<file path="config.mk">
export PLATFORM = sky130hd
export DESIGN_NAME = irq_dispatch_engine
export DESIGN_NICKNAME = d
export VERILOG_FILES = /design/src/rtl/irq_dispatch_pkg.sv /design/src/rtl/irq_pin_capture.sv /design/src/rtl/irq_lowest_pick.sv /design/src/rtl/irq_dispatch_engine.sv
export SDC_FILE = /design/constraint.sdc
export NUM_CORES = 1
export LEC_CHECK = 0
export ABC_AREA = 1
export BUFFER_PORTS_ARGS = -buffer_cell sky130_fd_sc_hd__clkbuf_2
export CAP_MARGIN = 20
export CORE_AREA = 2 2 632 634
export DETAILED_ROUTE_END_ITERATION = 10
export DIE_AREA = 0 0 634 636
export SYNTH_ARGS = -nofsm -noshare
export SYNTH_HDL_FRONTEND = slang
export SYNTH_SLANG_ARGS = --single-unit
</file>
<file path="constraint.sdc">
create_clock -name clk -period 2.3 [get_ports clk]
set_input_delay 0.23 -clock clk [delete_from_list [all_inputs] [get_ports clk]]
set_output_delay 0.23 -clock clk [all_outputs]
set_load 0.005 [all_outputs]
</file>
<file path="src/rtl/irq_dispatch_pkg.sv">
package irq_dispatch_pkg;

    localparam int RTE_W = 64;
    localparam int VEC_W = 8;

    typedef enum logic [2:0] {
        DM_FIXED  = 3'd0,
        DM_LOWPRI = 3'd1,
        DM_PMI    = 3'd2,
        DM_NMI    = 3'd4,
        DM_INIT   = 3'd5,
        DM_SIPI   = 3'd6,
        DM_EXTINT = 3'd7
    } deliv_mode_e;

    typedef struct packed {
        logic [7:0]       dest;
        logic             masked;
        logic             level;
        logic             polarity;
        logic             dest_logical;
        deliv_mode_e      mode;
        logic [VEC_W-1:0] vector;
    } rte_fields_t;

    typedef struct packed {
        logic [7:0]       dest;
        logic             dest_mode;
        deliv_mode_e      mode;
        logic [VEC_W-1:0] vector;
        logic             polarity;
        logic             level;
    } dispatch_msg_t;

    typedef enum logic [1:0] {
        ST_IDLE   = 2'd0,
        ST_LEGACY = 2'd1,
        ST_SEND   = 2'd2
    } disp_state_e;

    function automatic rte_fields_t decode_rte(input logic [RTE_W-1:0] e);
        rte_fields_t f;
        f.dest         = e[63:56];
        f.masked       = e[16];
        f.level        = e[15];
        f.polarity     = e[13];
        f.dest_logical = e[11];
        f.mode         = deliv_mode_e'(e[10:8]);
        f.vector       = e[7:0];
        return f;
    endfunction

endpackage

</file>
<file path="src/rtl/irq_pin_capture.sv">
module irq_pin_capture #(
    parameter int NUM_PINS = 24
) (
    input  logic                clk,
    input  logic                rst,
    input  logic [NUM_PINS-1:0] src,
    input  logic [NUM_PINS-1:0] mask_vec,
    input  logic [NUM_PINS-1:0] level_vec,
    input  logic [NUM_PINS-1:0] svc_clr,
    output logic [NUM_PINS-1:0] pending
);

    logic [NUM_PINS-1:0] src_q;

    for (genvar i = 0; i < NUM_PINS; i++) begin : g_pin
        logic rise;
        assign rise = src[i] & ~src_q[i];

        always_ff @(posedge clk) begin
            if (rst) begin
                src_q[i]   <= 1'b0;
                pending[i] <= 1'b0;
            end else begin
                src_q[i] <= src[i];
                if (level_vec[i])
                    pending[i] <= src[i];
                else
                    pending[i] <= (pending[i] & ~svc_clr[i]) | (rise & ~mask_vec[i]);
            end
        end

        // a rise on a masked edge pin leaves an idle pin idle
        a_r2_masked_edge_dropped: assert property (@(posedge clk) disable iff (rst)
            (!level_vec[i] && mask_vec[i] && rise && !pending[i]) |=> !pending[i]);
    end

endmodule

</file>
<file path="src/rtl/irq_lowest_pick.sv">
module irq_lowest_pick #(
    parameter int NUM_REQ = 24,
    localparam int IDX_W = $clog2(NUM_REQ)
) (
    input  logic               clk,
    input  logic               rst,
    input  logic [NUM_REQ-1:0] req,
    output logic [NUM_REQ-1:0] grant,
    output logic [IDX_W-1:0]   idx,
    output logic               any
);

    always_comb begin
        grant = '0;
        idx   = '0;
        any   = |req;
        for (int i = NUM_REQ - 1; i >= 0; i--) begin
            if (req[i]) begin
                grant    = '0;
                grant[i] = 1'b1;
                idx      = IDX_W'(i);
            end
        end
    end

    // one grant at most, and only to a requester
    a_r7_grant_legal: assert property (@(posedge clk) disable iff (rst)
        $onehot0(grant) && ((grant & ~req) == '0) && (any == (grant != '0)));

endmodule

</file>
<file path="src/rtl/irq_dispatch_engine.sv">
module irq_dispatch_engine
    import irq_dispatch_pkg::*;
#(
    parameter int NUM_PINS  = 24,
    parameter int REMAP_SRC = 0,
    parameter int REMAP_DST = 2,
    localparam int PIN_W = $clog2(NUM_PINS)
) (
    input  logic                      clk,
    input  logic                      rst,
    input  logic [NUM_PINS-1:0]       irq_in,
    input  logic                      remap_pin0,
    input  logic [NUM_PINS*RTE_W-1:0] rte_flat,
    input  logic                      eoi_valid,
    input  logic [VEC_W-1:0]          eoi_vector,
    output logic                      leg_req,
    input  logic                      leg_ack,
    input  logic [VEC_W-1:0]          leg_vector,
    output logic                      msg_valid,
    input  logic                      msg_ready,
    output logic [7:0]                msg_dest,
    output logic                      msg_dest_mode,
    output logic [2:0]                msg_deliv_mode,
    output logic [VEC_W-1:0]          msg_vector,
    output logic                      msg_polarity,
    output logic                      msg_trigger,
    output logic [PIN_W-1:0]          msg_pin,
    output logic [NUM_PINS-1:0]       rack_flags
);

    rte_fields_t         fields [NUM_PINS];
    logic [NUM_PINS-1:0] mask_vec, level_vec, src, pending;
    logic [NUM_PINS-1:0] eligible, grant, svc_clr, rack_set, eoi_clr, rack;
    logic [PIN_W-1:0]    pick_idx, pin_q;
    logic                any, take;
    rte_fields_t         sel;
    dispatch_msg_t       msg_q;
    disp_state_e         state;

    for (genvar i = 0; i < NUM_PINS; i++) begin : g_decode
        assign fields[i]    = decode_rte(rte_flat[i*RTE_W +: RTE_W]);
        assign mask_vec[i]  = fields[i].masked;
        assign level_vec[i] = fields[i].level;
        assign eoi_clr[i]   = eoi_valid && rack[i] && (fields[i].vector == eoi_vector);
        if (i == REMAP_DST) begin : g_dst
            assign src[i] = remap_pin0 ? irq_in[REMAP_SRC] : irq_in[i];
        end else if (i == REMAP_SRC) begin : g_src
            assign src[i] = remap_pin0 ? 1'b0 : irq_in[i];
        end else begin : g_plain
            assign src[i] = irq_in[i];
        end
    end

    irq_pin_capture #(.NUM_PINS(NUM_PINS)) u_capture (
        .clk      (clk),
        .rst      (rst),
        .src      (src),
        .mask_vec (mask_vec),
        .level_vec(level_vec),
        .svc_clr  (svc_clr),
        .pending  (pending)
    );

    assign eligible = pending & ~mask_vec & ~(level_vec & rack);

    irq_lowest_pick #(.NUM_REQ(NUM_PINS)) u_pick (
        .clk  (clk),
        .rst  (rst),
        .req  (eligible),
        .grant(grant),
        .idx  (pick_idx),
        .any  (any)
    );

    assign take     = (state == ST_IDLE) && any;
    assign sel      = fields[pick_idx];
    assign svc_clr  = take ? (grant & ~level_vec) : '0;
    assign rack_set = take ? (grant & level_vec) : '0;

    always_ff @(posedge clk) begin
        if (rst) begin
            state <= ST_IDLE;
            msg_q <= '0;
            pin_q <= '0;
            rack  <= '0;
        end else begin
            rack <= (rack & ~eoi_clr) | rack_set;
            case (state)
                ST_IDLE: begin
                    if (any) begin
                        msg_q.dest      <= sel.dest;
                        msg_q.dest_mode <= sel.dest_logical;
                        msg_q.mode      <= sel.mode;
                        msg_q.vector    <= sel.vector;
                        msg_q.polarity  <= sel.polarity;
                        msg_q.level     <= sel.level;
                        pin_q           <= pick_idx;
                        state           <= (sel.mode == DM_EXTINT) ? ST_LEGACY : ST_SEND;
                    end
                end
                ST_LEGACY: begin
                    if (leg_ack) begin
                        msg_q.vector <= leg_vector;
                        state        <= ST_SEND;
                    end
                end
                ST_SEND: begin
                    if (msg_ready) state <= ST_IDLE;
                end
                default: state <= ST_IDLE;
            endcase
        end
    end

    assign leg_req        = (state == ST_LEGACY);
    assign msg_valid      = (state == ST_SEND);
    assign msg_dest       = msg_q.dest;
    assign msg_dest_mode  = msg_q.dest_mode;
    assign msg_deliv_mode = msg_q.mode;
    assign msg_vector     = msg_q.vector;
    assign msg_polarity   = msg_q.polarity;
    assign msg_trigger    = msg_q.level;
    assign msg_pin        = pin_q;
    assign rack_flags     = rack;

    // a stalled message holds still
    a_r8_msg_hold: assert property (@(posedge clk) disable iff (rst)
        (msg_valid && !msg_ready) |=> (msg_valid && $stable(msg_q) && $stable(pin_q)));

    // the returned legacy vector is what gets offered
    a_r6_legacy_vector: assert property (@(posedge clk) disable iff (rst)
        (leg_req && leg_ack) |=> (msg_valid && msg_vector == $past(leg_vector)));

    // a flagged level pin is never picked
    a_r4_no_flagged_pick: assert property (@(posedge clk) disable iff (rst)
        take |-> !(level_vec[pick_idx] && rack[pick_idx]));

    // at most one flag is raised per cycle
    a_r4_single_flag_rise: assert property (@(posedge clk) disable iff (rst)
        $countones(rack & ~$past(rack)) <= 1);

endmodule

</file>
==> metrics.cfg, run 1 <==
[place]
dp_hpwl_mm = 159.1
placed_area_um2 = 25120
dp_worst_setup_slack_ns = -2.689
place.gp.congestion = 0.9659
io_buffers = 650

[sta]
maxSlewHeadroom = 0.3356
skew_ns = 0.04566
timing.final.crit_share = 1.519
slew_violations = 0
min_period_ns = 3.493
rsz0062_at_grt = true
max_freq_mhz = 286.3
setup_viol = 77
hold_viol_final = 0
timing.final.ws_setup_ns = -1.193
tightestPinTransition_ns = 0.9930

[pwr]
power_mw = 17.79
max-vdd-ir-drop_v = 0.0004484
powerDensity_nw_per_um2 = 604.6
p_leak_nw = 11.66

[cells_and_area]
fillers = 46930
mostFrequentLayoutCells = 649 x clkbuf_2, 469 x nand2_1, 274 x buf_4, 259 x nor2_1, 205 x nand3_1
drive_above_1_share = 0.4550
layout_commonest_cell = clkbuf_2
final_area_um2 = 29420
areaGrowthSynthToFinish_pct = 142.7
fin_nets = 4831
final_util = 0.07409

[cts]
clkLatencyLatePin_ns = 0.48
clock-root-buffer = clkbuf_16
cts_tree = built
cts_buffer_depth = 2
path_clk_slew_ns = 0.09
cts_buffers = 9
cts.htree.levels = 3
cts_sinks = 101

[synth]
ys_seq_elements = 101
syn_area_um2 = 12120
async_flop_share = 0
synth_flop_cell = dfxtp_1
syn_inst = 2257
syn_avg_cell_area_um2 = 5.370
synth_top_area_frac = 0.1685
yosysSeqAreaShare = 0.1668
yosys_warnings = 0
yosys-top-cells-area = nand2_1 17%, dfxtp_1 17%, nand3_1 14%, nor2_1 8.9%, o21ai_0 8.0%
ys_types = 46
synth-edff-count = 0
yosys.area.top_type = nand2_1
syn-num-nets = 3839

[global_route]
grt_max_degree = 40
grt_pass1_wl_mm = 224.0
antenna_found_initial = 150
grt_pass1_vias = 20060
grt_overflow = 0
grtUsageTotal = 0.08839

[status]
outcome = finished, violations left
violations = negative setup slack

[route]
vias = 21390
vias_per_cell = 2.491
postRouteWirelength_mm = 184.7
drt_iter0_markers = 1758
ant_nets = 0
wl_per_cell_um = 21.51
drtPass1Iterations = 6
drc = 0

[worst_setup_path]
worstPathArrival_ns = 3.87
path_class = register to register
end_kind = register
worst-endpoint-required_ns = 2.68
setup.worst_path.start_class = register
path_max_fanout = 15

[floorplan]
num_io_pins = 1635
die_x_um = 634
rows = 232
die_area_um2 = 403200
die_h_um = 636
initial_core_util = 0.03052
core_um2 = 397100

[run]
drv_cap = 0

[hold_path]
hold_class = primary input to register

==> synthesized netlist by cell type, types with 2 or more instances <==
| cell | instances |
|---|---|
| nand2_1 | 544 |
| nand3_1 | 330 |
| nor2_1 | 288 |
| o21ai_0 | 194 |
| inv_1 | 192 |
| a21oi_1 | 115 |
| dfxtp_1 | 101 |
| clkbuf_1 | 75 |
| buf_2 | 59 |
| o21ai_1 | 45 |
| o211ai_1 | 34 |
| a31oi_1 | 32 |
| xor2_1 | 30 |
| nand4_1 | 26 |
| xnor2_1 | 25 |
| nor3_1 | 17 |
| buf_1 | 16 |
| o22ai_1 | 16 |
| or2_2 | 15 |
| a2111oi_0 | 13 |
| a221oi_1 | 12 |
| a211oi_1 | 11 |
| o2111ai_1 | 11 |
| buf_4 | 8 |
| inv_2 | 7 |
| o41ai_1 | 7 |
| a211o_1 | 4 |
| a22o_1 | 4 |
| clkinv_1 | 4 |
| o31ai_1 | 3 |
| nand3_2 | 2 |
| nand3b_1 | 2 |
| nor3b_1 | 2 |
==> stage by stage <==
| step | std cells | TNS, ns | hold slack (ns) |
|---|---|---|---|
| floorplan | 2257 | -0.1347 | 0.3256 |
| CTS | 8494 | -54.35 | 0.002763 |
| detailed placement | 8373 | -138.80 | 0.4617 |
| finish | 8587 | -44.49 | 0.05141 |
| global route | 8550 | -56.20 | 0.03165 |
| global placement | 8373 | -140.45 | 0.4589 |
==> report_power, final <==
part | leakage (nW) | switching [mW] | internal (mW)
clock network | 0.135 | 1.11 | 0.753
logic | 10.7 | 7.92 | 5.76
registers | 0.842 | 0.241 | 2.00
total | 11.7 | 9.27 | 8.52
==> area by class of cell <==
type                            count  area [µm²]  share of cell area
Multi-Input combinational cell   1795       10420              0.3543
Timing Repair Buffer             1139        9105              0.3095
Tap cell                         5265        6588              0.2239
Sequential cell                   101        2046             0.06954
Inverter                          203       807.0             0.02743
Clock buffer                        9       225.2            0.007655
Antenna cell                       69       172.7            0.005869
Clock inverter                      6       53.80            0.001829
==> critical path, stage by stage (launching register included) <==
cell	delay, ns
dfxtp_2	0.34
nand2_2	0.06
inv_2	0.04
buf_4	0.13
o21ai_4	0.16
a21oi_4	0.09
nor2_4	0.12
buf_12	0.13
nor2_2	0.03
or2_4	0.27
a21oi_2	0.16
o21ai_2	0.08
a21oi_4	0.17
buf_12	0.16
inv_16	0.07
buf_16	0.16
bufbuf_16	0.30
a21oi_1	0.26
o21ai_0	0.14
nand3_1	0.12
nand3_2	0.10
nand2_1	0.09
nand2_1	0.05
a31oi_1	0.14
==> registers in the layout, summed over array words and instances, names as in the netlist, 2 cells and up <==
signal	count
msg_deliv_mode	3
msg_dest	8
msg_pin	5
msg_vector	8
rack_flags	24
state	2
u_capture.pending	24
u_capture.src_q	24
==> cell families after synthesis <==
family / synth area share
buffers and inverters: 0.1204
DFF: 0.1668
and+or+nand+nor: 0.4304
AOI/OAI and AO/OA: 0.2427
xor gates and xnor gates: 0.03974
==> repair_timing <==
item / in CTS / in global routing
endpoints found under the hold margin: 18 / 0
setup endpoints to repair: 77 / 77
cloned: 18 / 4
gates resized for setup: 384 / 212
hold buffers: 18 / 0
pin swaps: 75 / 109
buffers inserted: 80 / 36
==> path summary, 6_finish.rpt <==
kind | from | to | slack (ns) | cells after the start
worst max-delay path | rack_flags[23] | msg_dest[2] | -1.19 | 23
worst min-delay path | irq_in[23] | u_capture.src_q[23] | 0.05 | 3
worst max register to register | rack_flags[23] | msg_dest[2] | -1.19 | 23
worst min register to register | msg_pin[4] | msg_pin[4] | 0.48 | 2
==> routing by layer <==
layer	vias up	GRT usage	wire, µm
met5	-	0	444
met4	66	0.03006	7294
met3	384	0.03194	17340
met2	1307	0.1498	86900
met1	9960	0.1019	72690
li1	9675	-	-
Note: power is estimated with default switching activity, not from simulation.
==> inputs of run 2 (changes only) <==
--- a/config.mk
+++ b/config.mk
@@ -11,6 +11,7 @@
 export CORE_AREA = 2 2 632 634
 export DETAILED_ROUTE_END_ITERATION = 10
 export DIE_AREA = 0 0 634 636
+export MAX_ROUTING_LAYER = met4
 export SYNTH_ARGS = -nofsm -noshare
 export SYNTH_HDL_FRONTEND = slang
 export SYNTH_SLANG_ARGS = --single-unit
==> run 2 against run 1 <==
Net effect:
- the run still ends with negative setup slack left
- utilization about the same
- hold slack better by 0.034 ns
- fmax up 0.93%
- clock skew down 0.0096 ns
- die area unchanged
- combinational power down 4%
- total power down 2.9%
- critical endpoint is now state[0]
- largest cell class unchanged
==> metrics.cfg, run 2 (synthesis results as in run 1) <==
[status]
outcome = finished, violations left
violations = negative setup slack

[place]
dp_worst_setup_slack_ns = -2.598  ; +0.09191 ns
dp_hpwl_mm = 159.6  ; +0.34%
place.gp.congestion = 0.9712  ; +0.55%
io_buffers = 650  ; unchanged
placed_area_um2 = 25110  ; about the same

[cts]
clkLatencyLatePin_ns = 0.47  ; about the same
cts.htree.levels = 3  ; unchanged
cts_sinks = 101  ; unchanged
cts_buffer_depth = 2  ; unchanged
cts_tree = built
path_clk_slew_ns = 0.10  ; about the same
cts_buffers = 9  ; unchanged
clock-root-buffer = clkbuf_16

[sta]
min_period_ns = 3.461  ; -0.03207 ns
tightestPinTransition_ns = 0.8758  ; -0.1172 ns
setup_viol = 77  ; unchanged
hold_viol_final = 0  ; unchanged
timing.final.ws_setup_ns = -1.161  ; +0.03207 ns
maxSlewHeadroom = 0.4161  ; +0.08055
skew_ns = 0.03610  ; -0.009561 ns
rsz0062_at_grt = true
max_freq_mhz = 288.9  ; +0.93%
slew_violations = 0  ; unchanged
timing.final.crit_share = 1.505  ; -0.01394

[floorplan]
initial_core_util = 0.03052  ; unchanged
core_um2 = 397100  ; unchanged
die_h_um = 636  ; unchanged
die_area_um2 = 403200  ; unchanged
die_x_um = 634  ; unchanged
num_io_pins = 1635  ; unchanged
rows = 232  ; unchanged

[pwr]
max-vdd-ir-drop_v = 0.0003277  ; -27%
powerDensity_nw_per_um2 = 589.2  ; -2.5%
p_leak_nw = 11.56  ; -0.86%

[route]
drtPass1Iterations = 5  ; -1
ant_nets = 0  ; unchanged
drt_iter0_markers = 1807  ; +2.8%
wl_per_cell_um = 21.00  ; -2.4%
vias_per_cell = 2.457  ; -1.4%
drc = 0  ; unchanged
postRouteWirelength_mm = 181.4  ; -1.8%
vias = 21220  ; -0.79%

[global_route]
grt_max_degree = 39  ; -2.5%
antenna_found_initial = 142  ; -5.3%
grt_overflow = 0  ; unchanged
grtUsageTotal = 0.08885  ; +0.0004534
grt_pass1_wl_mm = 219.1  ; -2.2%
grt_pass1_vias = 19720  ; -1.7%

[worst_setup_path]
path_max_fanout = 7  ; -8
end_kind = register
path_class = register to register
worstPathArrival_ns = 3.85  ; -0.02 ns
setup.worst_path.start_class = register
worst-endpoint-required_ns = 2.68  ; about the same

[cells_and_area]
areaGrowthSynthToFinish_pct = 141.9
multiInputGateArea_um2 = 10440  ; +0.12%
layout_commonest_cell = clkbuf_2
seq_area_um2 = 2043  ; -0.12%
fin_nets = 4828  ; -0.062%
mostFrequentLayoutCells = 649 x clkbuf_2, 459 x nand2_1, 270 x buf_4, 263 x nor2_1, 218 x nand3_1
final_area_um2 = 29320  ; -0.35%
drive_above_1_share = 0.4588  ; +0.003805
fillers = 47010  ; +0.18%

[hold_path]
hold_class = primary input to register

[run]
drv_cap = 0  ; unchanged

run 2: cell types whose count changed in the layout (fill, tap and decap cells not counted), moves of 7 or more:
cell	change
buf_12	-11
nand3_1	+13
o21ai_2	+12
buf_8	+7
nand2_1	-10
nand3_2	-10
o21ai_1	-13
a21oi_1	-14
nor2_2	-7
a21oi_2	+13
diode_2	+54
buf_6	+12
nand2_2	+10
run 2: final cells by class:
| cell class | count | share of cell area |
|---|---|---|
| Antenna cell | 123 | 0.01050 |
| Timing Repair Buffer | 1136 | 0.3015 |
| Multi-Input combinational cell | 1795 | 0.3560 |
| Inverter | 203 | 0.02808 |
| Tap cell | 5265 | 0.2247 |
| Sequential cell | 101 | 0.06970 |
| Clock inverter | 6 | 0.001921 |
| Clock buffer | 9 | 0.007682 |
run 2: what timing repair did:
| item | 4_1_cts | 5_1_grt |
|---|---|---|
| setup endpoints to repair | 77 | 77 |
| buffers inserted | 62 | 37 |
| hold buffers | 20 | 0 |
| gates resized for setup | 384 | 262 |
| endpoints found under the hold margin | 22 | 0 |
| gates cloned | 10 | 5 |
| pin swaps | 76 | 109 |
run 2: critical path, cell delays in order (launching register included):
cell and delay, ns:
dfxtp_2 0.34, inv_2 0.05, o211ai_4 0.23, buf_6 0.14, nand2_4 0.06, nor2_4 0.13, buf_12 0.14, nor2_4 0.03
or2_4 0.26, a21oi_4 0.14, o21ai_2 0.09, a21oi_4 0.23, buf_6 0.16, inv_12 0.06, buf_4 0.14, buf_12 0.13
nand3_1 0.07, nand3_1 0.10, nand3_2 0.10, buf_6 0.17, nand3_4 0.11, nand2_8 0.09, nand2_8 0.10, nor2_4 0.15
nor2_2 0.05, nor2_1 0.09
run 2: worst paths after layout:
path | from | end | slack [ns] | depth (start not counted)
max | rack_flags[17] | state[0] | -1.16 | 25
max reg2reg | rack_flags[17] | state[0] | -1.16 | 25
min reg2reg | u_capture.pending[6] | u_capture.pending[6] | 0.48 | 2
min | rte_flat[207] | u_capture.pending[3] | 0.08 | 3
run 2: report_power, final:
part | internal (mW) | leakage [nW] | switching (mW)
sequential | 2.00 | 0.841 | 0.256
combinational | 5.44 | 10.6 | 7.68
clock | 0.760 | 0.137 | 1.13
total | 8.20 | 11.6 | 9.07
run 2: metal layers:
metal  part of all wire  GRT usage
met5                  0          -
met4              0.033    0.02227
met3              0.086    0.02321
met2               0.47     0.1480
met1               0.41     0.1056
run 2: stage by stage:
stage | total power, mW | std cells | util | hold slack (ns) | setup TNS, ns
2_1_floorplan | 5.873 | 2257 | - | 0.3256 | -0.1347
3_3_place_gp | 12.99 | 8389 | 0.06322 | 0.4500 | -122.46
3_5_place_dp | 12.94 | 8390 | 0.06324 | 0.4594 | -112.47
4_1_cts | 16.98 | 8490 | 0.07000 | 0.01398 | -52.42
5_1_grt | 18.48 | 8617 | 0.07369 | 0.05390 | -67.08
6_report | 17.27 | 8638 | 0.07382 | 0.08494 | -51.61
